## src/rtl/gpio_bank_pkg.sv

```systemverilog
package gpio_bank_pkg;

   localparam int GB_BANK_W    = 32;
   localparam int GB_MAX_BANKS = 6;
   localparam int GB_WIN_BANKS = 3;
   localparam int GB_NUM_TYPES = 8;

   typedef enum logic [2:0] {
      RT_LEVEL = 3'd0,
      RT_DIR   = 3'd1,
      RT_SET   = 3'd2,
      RT_CLR   = 3'd3,
      RT_RISE  = 3'd4,
      RT_FALL  = 3'd5,
      RT_STAT  = 3'd6,
      RT_MASK  = 3'd7
   } gb_reg_e;

   typedef struct packed {
      logic    hit;
      gb_reg_e rtype;
      logic [2:0] bank;
   } gb_dec_t;

   // Byte offset of the first bank's copy of each register kind inside a window.
   function automatic logic [7:0] gb_type_offset(input gb_reg_e t);
      case (t)
         RT_LEVEL: return 8'h00;
         RT_DIR:   return 8'h0C;
         RT_SET:   return 8'h18;
         RT_CLR:   return 8'h24;
         RT_RISE:  return 8'h30;
         RT_FALL:  return 8'h3C;
         RT_STAT:  return 8'h48;
         default:  return 8'h9C;
      endcase
   endfunction

   // Decodes the low nine address bits: bit 8 picks the window, the rest the word.
   function automatic gb_dec_t gb_decode(input logic [8:0] a, input int nbanks);
      gb_dec_t r;
      int rel;
      int cand;
      r.hit   = 1'b0;
      r.rtype = RT_LEVEL;
      r.bank  = 3'd0;
      for (int t = 0; t < GB_NUM_TYPES; t++) begin
         rel = int'(a[7:0]) - int'(gb_type_offset(gb_reg_e'(3'(t))));
         if (a[1:0] == 2'b00 && rel >= 0 && rel <= 8) begin
            cand = (a[8] ? GB_WIN_BANKS : 0) + rel / 4;
            if (cand < nbanks) begin
               r.hit   = 1'b1;
               r.rtype = gb_reg_e'(3'(t));
               r.bank  = 3'(cand);
            end
         end
      end
      return r;
   endfunction

endpackage

```

## src/rtl/gpio_addr_decode.sv

```systemverilog
module gpio_addr_decode
   import gpio_bank_pkg::*;
#(
   parameter int ADDR_W    = 12,
   parameter int NUM_BANKS = 6
)(
   input  logic [ADDR_W-1:0] addr,
   output logic              hit,
   output gb_reg_e           rtype,
   output logic [2:0]        bank
);

   localparam int HI_W = ADDR_W - 9;

   gb_dec_t dec;
   logic    upper_ok;

   assign upper_ok = (addr[ADDR_W-1:9] == HI_W'(0));

   always_comb begin
      dec   = gb_decode(addr[8:0], NUM_BANKS);
      hit   = dec.hit & upper_ok;
      rtype = dec.rtype;
      bank  = dec.bank;
   end

endmodule

```

## src/rtl/gpio_sync.sv

```systemverilog
module gpio_sync #(
   parameter int W = 32
)(
   input  logic         clk,
   input  logic         rst_n,
   input  logic [W-1:0] d,
   output logic [W-1:0] q
);

   logic [W-1:0] meta_q;

   always_ff @(posedge clk or negedge rst_n) begin
      if (!rst_n) begin
         meta_q <= '0;
         q      <= '0;
      end else begin
         meta_q <= d;
         q      <= meta_q;
      end
   end

endmodule

```

## src/rtl/gpio_bank.sv

```systemverilog
module gpio_bank
   import gpio_bank_pkg::*;
#(
   parameter int              PINS = 32,
   parameter logic [PINS-1:0] INV  = '0
)(
   input  logic            clk,
   input  logic            rst_n,
   input  logic [PINS-1:0] pin_in,
   input  logic            wr,
   input  gb_reg_e         rtype,
   input  logic [PINS-1:0] wd,
   output logic [31:0]     rdata,
   output logic [PINS-1:0] pin_out,
   output logic [PINS-1:0] pin_oe,
   output logic [PINS-1:0] stat_q,
   output logic [PINS-1:0] mask_q,
   output logic            irq
);

   logic [PINS-1:0] lvl;
   logic [PINS-1:0] lvl_prev;
   logic [PINS-1:0] out_q;
   logic [PINS-1:0] dir_q;
   logic [PINS-1:0] rise_q;
   logic [PINS-1:0] fall_q;
   logic [PINS-1:0] edge_ev;
   logic [PINS-1:0] stat_clr;

   gpio_sync #(.W(PINS)) u_sync (
      .clk   (clk),
      .rst_n (rst_n),
      .d     (pin_in),
      .q     (lvl)
   );

   assign edge_ev  = (lvl & ~lvl_prev & rise_q) | (~lvl & lvl_prev & fall_q);
   assign stat_clr = (wr && rtype == RT_STAT) ? wd : '0;

   always_ff @(posedge clk or negedge rst_n) begin
      if (!rst_n) begin
         lvl_prev <= '0;
         out_q    <= '0;
         dir_q    <= INV;
         rise_q   <= '0;
         fall_q   <= '0;
         stat_q   <= '0;
         mask_q   <= '0;
      end else begin
         lvl_prev <= lvl;
         // a fresh edge overrides a clearing write to the same bit
         stat_q   <= (stat_q & ~stat_clr) | edge_ev;
         if (wr) begin
            unique case (rtype)
               RT_DIR:  dir_q  <= wd;
               RT_SET:  out_q  <= out_q | wd;
               RT_CLR:  out_q  <= out_q & ~wd;
               RT_RISE: rise_q <= wd;
               RT_FALL: fall_q <= wd;
               RT_MASK: mask_q <= wd;
               default: ;
            endcase
         end
      end
   end

   generate
      if (INV == '0) begin : g_plain_dir
         assign pin_oe = dir_q;
      end else begin : g_inv_dir
         assign pin_oe = dir_q ^ INV;
      end
   endgenerate

   assign pin_out = out_q;
   assign irq     = |(stat_q & mask_q);

   always_comb begin
      rdata = '0;
      unique case (rtype)
         RT_LEVEL: rdata[PINS-1:0] = lvl;
         RT_DIR:   rdata[PINS-1:0] = dir_q;
         RT_RISE:  rdata[PINS-1:0] = rise_q;
         RT_FALL:  rdata[PINS-1:0] = fall_q;
         RT_STAT:  rdata[PINS-1:0] = stat_q;
         RT_MASK:  rdata[PINS-1:0] = mask_q;
         default:  rdata = '0;
      endcase
   end

endmodule

```

## src/rtl/gpio_banked_ctrl.sv

```systemverilog
module gpio_banked_ctrl
   import gpio_bank_pkg::*;
#(
   parameter int           NUM_PINS     = 176,
   parameter int           ADDR_W       = 12,
   parameter logic [191:0] INV_DIR_MASK = 192'hF << 86
)(
   input  logic                clk,
   input  logic                rst_n,
   input  logic                bus_wr,
   input  logic [ADDR_W-1:0]   bus_addr,
   input  logic [31:0]         bus_wdata,
   output logic [31:0]         bus_rdata,
   input  logic [NUM_PINS-1:0] pin_in,
   output logic [NUM_PINS-1:0] pin_out,
   output logic [NUM_PINS-1:0] pin_oe,
   output logic                irq
);

   localparam int NUM_BANKS = (NUM_PINS + GB_BANK_W - 1) / GB_BANK_W;
   localparam int LAST_PINS = NUM_PINS - GB_BANK_W * (NUM_BANKS - 1);
   localparam int LANE0     = (NUM_PINS < GB_BANK_W) ? NUM_PINS : GB_BANK_W;

   generate
      if (NUM_PINS < 1 || NUM_PINS > GB_MAX_BANKS * GB_BANK_W) begin : g_bad_pins
         $error("gpio_banked_ctrl: NUM_PINS out of range");
      end
      if (ADDR_W < 10) begin : g_bad_addr
         $error("gpio_banked_ctrl: ADDR_W must be at least 10");
      end
   endgenerate

   logic        dec_hit;
   gb_reg_e     dec_type;
   logic [2:0]  dec_bank;

   logic [31:0]          bank_rdata [NUM_BANKS];
   logic [NUM_BANKS-1:0] bank_irq;
   logic [NUM_PINS-1:0]  stat_all;
   logic [NUM_PINS-1:0]  mask_all;

   gpio_addr_decode #(
      .ADDR_W    (ADDR_W),
      .NUM_BANKS (NUM_BANKS)
   ) u_dec (
      .addr  (bus_addr),
      .hit   (dec_hit),
      .rtype (dec_type),
      .bank  (dec_bank)
   );

   generate
      for (genvar b = 0; b < NUM_BANKS; b++) begin : g_bank
         localparam int BP = (b == NUM_BANKS - 1) ? LAST_PINS : GB_BANK_W;
         localparam int LO = b * GB_BANK_W;
         localparam logic [BP-1:0] BINV = INV_DIR_MASK[LO +: BP];

         logic bank_wr;
         assign bank_wr = bus_wr && dec_hit && (dec_bank == 3'(b));

         gpio_bank #(
            .PINS (BP),
            .INV  (BINV)
         ) u_bank (
            .clk     (clk),
            .rst_n   (rst_n),
            .pin_in  (pin_in[LO +: BP]),
            .wr      (bank_wr),
            .rtype   (dec_type),
            .wd      (bus_wdata[BP-1:0]),
            .rdata   (bank_rdata[b]),
            .pin_out (pin_out[LO +: BP]),
            .pin_oe  (pin_oe[LO +: BP]),
            .stat_q  (stat_all[LO +: BP]),
            .mask_q  (mask_all[LO +: BP]),
            .irq     (bank_irq[b])
         );
      end
   endgenerate

   always_comb begin
      bus_rdata = '0;
      for (int b = 0; b < NUM_BANKS; b++) begin
         if (dec_hit && dec_bank == 3'(b)) bus_rdata = bank_rdata[b];
      end
   end

   assign irq = |bank_irq;

endmodule

```

## config.mk

```make
export PLATFORM = sky130hd
export DESIGN_NAME = gpio_banked_ctrl
export DESIGN_NICKNAME = d
export VERILOG_FILES = /design/src/rtl/gpio_bank_pkg.sv /design/src/rtl/gpio_addr_decode.sv /design/src/rtl/gpio_sync.sv /design/src/rtl/gpio_bank.sv /design/src/rtl/gpio_banked_ctrl.sv
export SDC_FILE = /design/constraint.sdc
export NUM_CORES = 2
export LEC_CHECK = 0
export BUFFER_PORTS_ARGS = -buffer_cell sky130_fd_sc_hd__clkbuf_2
export CAP_MARGIN = 10
export CORE_MARGIN = 3
export CORE_UTILIZATION = 50
export CTS_CLUSTER_SIZE = 8
export DETAILED_ROUTE_END_ITERATION = 12
export PLACE_DENSITY = 0.76
export REMOVE_ABC_BUFFERS = 1
export SLEW_MARGIN = 20
export SYNTH_ARGS = -nofsm -noshare
export SYNTH_HDL_FRONTEND = slang
export SYNTH_SLANG_ARGS = --single-unit
```

## constraint.sdc

```tcl
create_clock -name clk -period 19.5 [get_ports clk]
set_input_delay 3.9 -clock clk [delete_from_list [all_inputs] [get_ports clk]]
set_output_delay 3.9 -clock clk [all_outputs]
set_load 0.05 [all_outputs]
```

==> reports/metrics.yaml <==
status: "finished, final reports clean"
viasPerCell: 6.85
critPathMaxFanout: 38
powerDensity_nw_per_um2: 90.6
leakage_nw: 36.5
grt_usage_pct: 37.1
cts_buffers: 217
dieHeight_microns: 376
drtIter0Drc: 7001
finalPower_w: 0.00718
ir_drop_mv: 0.0796
drive_gt1_share_pct: 29.8
worst_slew_pin_slew_ps: 1280
gp_congestion: 0.992
ys_warn_count: 0
final_net_count: 6423
htreeDepth: 4
drt_wl_total_microns: 266000
cts_hold_buf: 0
io_pins: 608
synth_area_per_cell_sq_um: 12.2
grt_max_degree: 187
row_count: 135
placed_area_sq_um: 73100
drt_first_pass_iters: 9
setup_violations: 0
port_buffers: 607
rrSetupSlack_ps: 18420
r2r_cells: 3
startpoint_type: "primary input"
rsz0062_at_grt: "false"
synth_edf_count: 0
synthesis.area_sq_um: 68600
areaGrowthSynthToFinish_pct: 15.6
post-route-period-util_pct: 84.2
max_freq_mhz: 60.9
hp-start: "g_bank[4].u_bank.u_sync.meta_q[18]"
slew_headroom_pct: 13.6
maxSlewViolCount: 0
ys_ff_latch: 1584
syn-instance-count: 5618
holdPathEnd: "g_bank[4].u_bank.u_sync.q[18]"
ys_seq_area_share_pct: 57.8
grt-ovfl-total: 0
die-area_sq_um: 142000
clk_pin_slew_worst_paths_ps: 50
grt_pass1_vias: 53800
final_hold_viol_count: 0
cts.sinks: 1584
cap_violations: 0
worstSkewPairLatency_ps: 880
required_ps: 15600
core_area_sq_um: 136000
synth_cell_type_count: 98
cts_tree: "yes"
worst_slack_ps: 3090
period_minus_slack_ps: 16410
crit_arrival_ps: 12510
holdPathStages: 0
finalClockSkew_ps: 57.4
reg2reg_from: "g_bank[5].u_bank.u_sync.q[11]"
cts_resized: 0
design_area_sq_um: 79200
pre_cts_ws_ps: 3370
vias: 54600
drc_errors: 0
r2r_end: "g_bank[5].u_bank.stat_q[11]"
ys.flop_type: "dfrtp_1"
die_w_microns: 376
grt_pass1_wl_microns: 381000
dp_hpwl_microns: 172000
clockRootBuffer: "clkbuf_16"
async_reset_ff_share_pct: 100
wl_per_cell_microns: 33.4
cts_setup_buffers: 0
antenna_found_initial: 16
hold_class: "reg -> reg"
ant_nets: 0
cp-end-kind: "primary output"
final_core_util_pct: 58.3
clockBufferDepth: 3
crit_type: "in -> out"
start_util_pct: 50.5
-- power by group --
group / leakage [nW] / internal (W) / switching (W)
combinational: 13.3 / 0.0000854 / 0.000228
sequential: 20.2 / 0.00335 / 0.0000514
clock: 2.92 / 0.00203 / 0.00143
-- cell usage after synthesis (all sizes together), types with 14 or more instances --
master / number / area, sq um
a21o: 51 / 383
or3: 15 / 93.8
nand2: 610 / 2300
nand4: 33 / 213
ha: 77 / 963
mux2: 810 / 9120
clkbuf: 257 / 966
fa: 15 / 300
a32oi: 30 / 263
o21ai: 298 / 1490
inv: 56 / 210
o2111ai: 19 / 166
nor3: 27 / 200
a222oi: 27 / 270
a22oi: 57 / 428
buf: 191 / 1020
a221o: 24 / 240
o211ai: 162 / 1220
mux2i: 102 / 1020
a221oi: 126 / 1100
dfrtp: 1580 / 39500
and3: 53 / 332
a21oi: 196 / 985
a2111oi: 17 / 161
a22o: 70 / 613
nand3: 157 / 798
nor2: 57 / 263
nand2b: 14 / 87.6
nor4: 14 / 121
nand3b: 182 / 1370
a31oi: 103 / 644
-- cells in the final DEF (no fill, tap or decap), types with 14 or more instances in the layout --
cell and n:
clkbuf_16 219, buf_4 104, inv_1 55, ha_1 77
mux2_1 23, and3_1 53, mux2i_1 102, fa_1 15
nor2_4 18, clkbuf_1 39, diode_2 14, mux2_2 787
dfrtp_1 1580, a22oi_1 57, o21ai_0 289, a21o_1 51
a221oi_1 126, nand3_1 152, a32oi_1 30, a222oi_1 27
clkbuf_2 606, a221o_1 24, nand2_1 605, nor3_1 15
a21oi_1 193, nand2b_1 14, nand4_1 32, nor2_1 34
nand3b_1 182, o2111ai_1 19, a2111oi_0 15, a31oi_1 103
o211ai_1 162, a22o_1 70
-- critical path: stages --
cell and delay, ps:
clkbuf_2 400, inv_1 390, ha_1 360, nand2_1 80, and3_1 530, nand2_1 140
fa_1 410, nor2b_1 110, o21ai_0 200, inv_1 230, nand2_1 100, ha_1 210
or4b_1 540, nor4_2 470, and3_1 260, o221a_2 230, o22ai_1 220, nand2_4 200
buf_4 580, buf_4 710, mux2i_1 380, o21ai_0 270, a21oi_1 100, o41ai_1 910
clkbuf_2 430
-- cells by family after synthesis --
kind of cell / Yosys count / share of synthesized area [%]
buf+inv: 504 / 3.20
fa+ha+maj: 92 / 1.84
flops: 1584 / 57.8
xor+xnor: 20 / 0.319
simple gates: 1221 / 9.10
mux: 912 / 14.8
compound gates: 1285 / 12.9
-- layout make-up --
cell class / count / area [sq um]
fillers: 10900 / 56600
multi-input cells: 3530 / 27100
repair buffers: 719 / 3990
flip-flops and latches: 1584 / 39600
well taps: 1781 / 2230
clock inverters: 15 / 384
clock buffers: 261 / 5670
inverters: 56 / 210
diodes: 14 / 35.0
-- metal layers --
metal	share of wire [%]	GRT usage, %	vias to the layer above
li1	-	-	21600
met5	0.11	1.20	-
met3	14	15.0	1219
met4	8.5	25.6	16
met2	42	52.8	4224
met1	35	46.1	27500
-- worst max path at each step --
stage	cells after the start	startpoint	slack, ps	to
2_1_floorplan	17	bus_addr[5]	-4080	bus_rdata[25]
3_3_place_gp	25	bus_addr[5]	3580	bus_rdata[7]
3_5_place_dp	23	bus_addr[5]	3370	bus_rdata[7]
4_1_cts	23	bus_addr[5]	3370	bus_rdata[7]
5_1_grt	22	bus_addr[5]	2780	bus_rdata[25]
6_report	25	bus_addr[5]	3090	bus_rdata[14]
-- stage by stage --
| stage | TNS [ps] | hold WS, ps | instances |
|---|---|---|---|
| floorplan | -170110 | 331 | 5170 |
| global placement | 0 | 334 | 7669 |
| detailed placement | 0 | 335 | 7669 |
| CTS | 0 | 327 | 7945 |
| global route | 0 | 340 | 7948 |
| finish | 0 | 324 | 7960 |
Note: power is estimated with default switching activity, not from simulation.
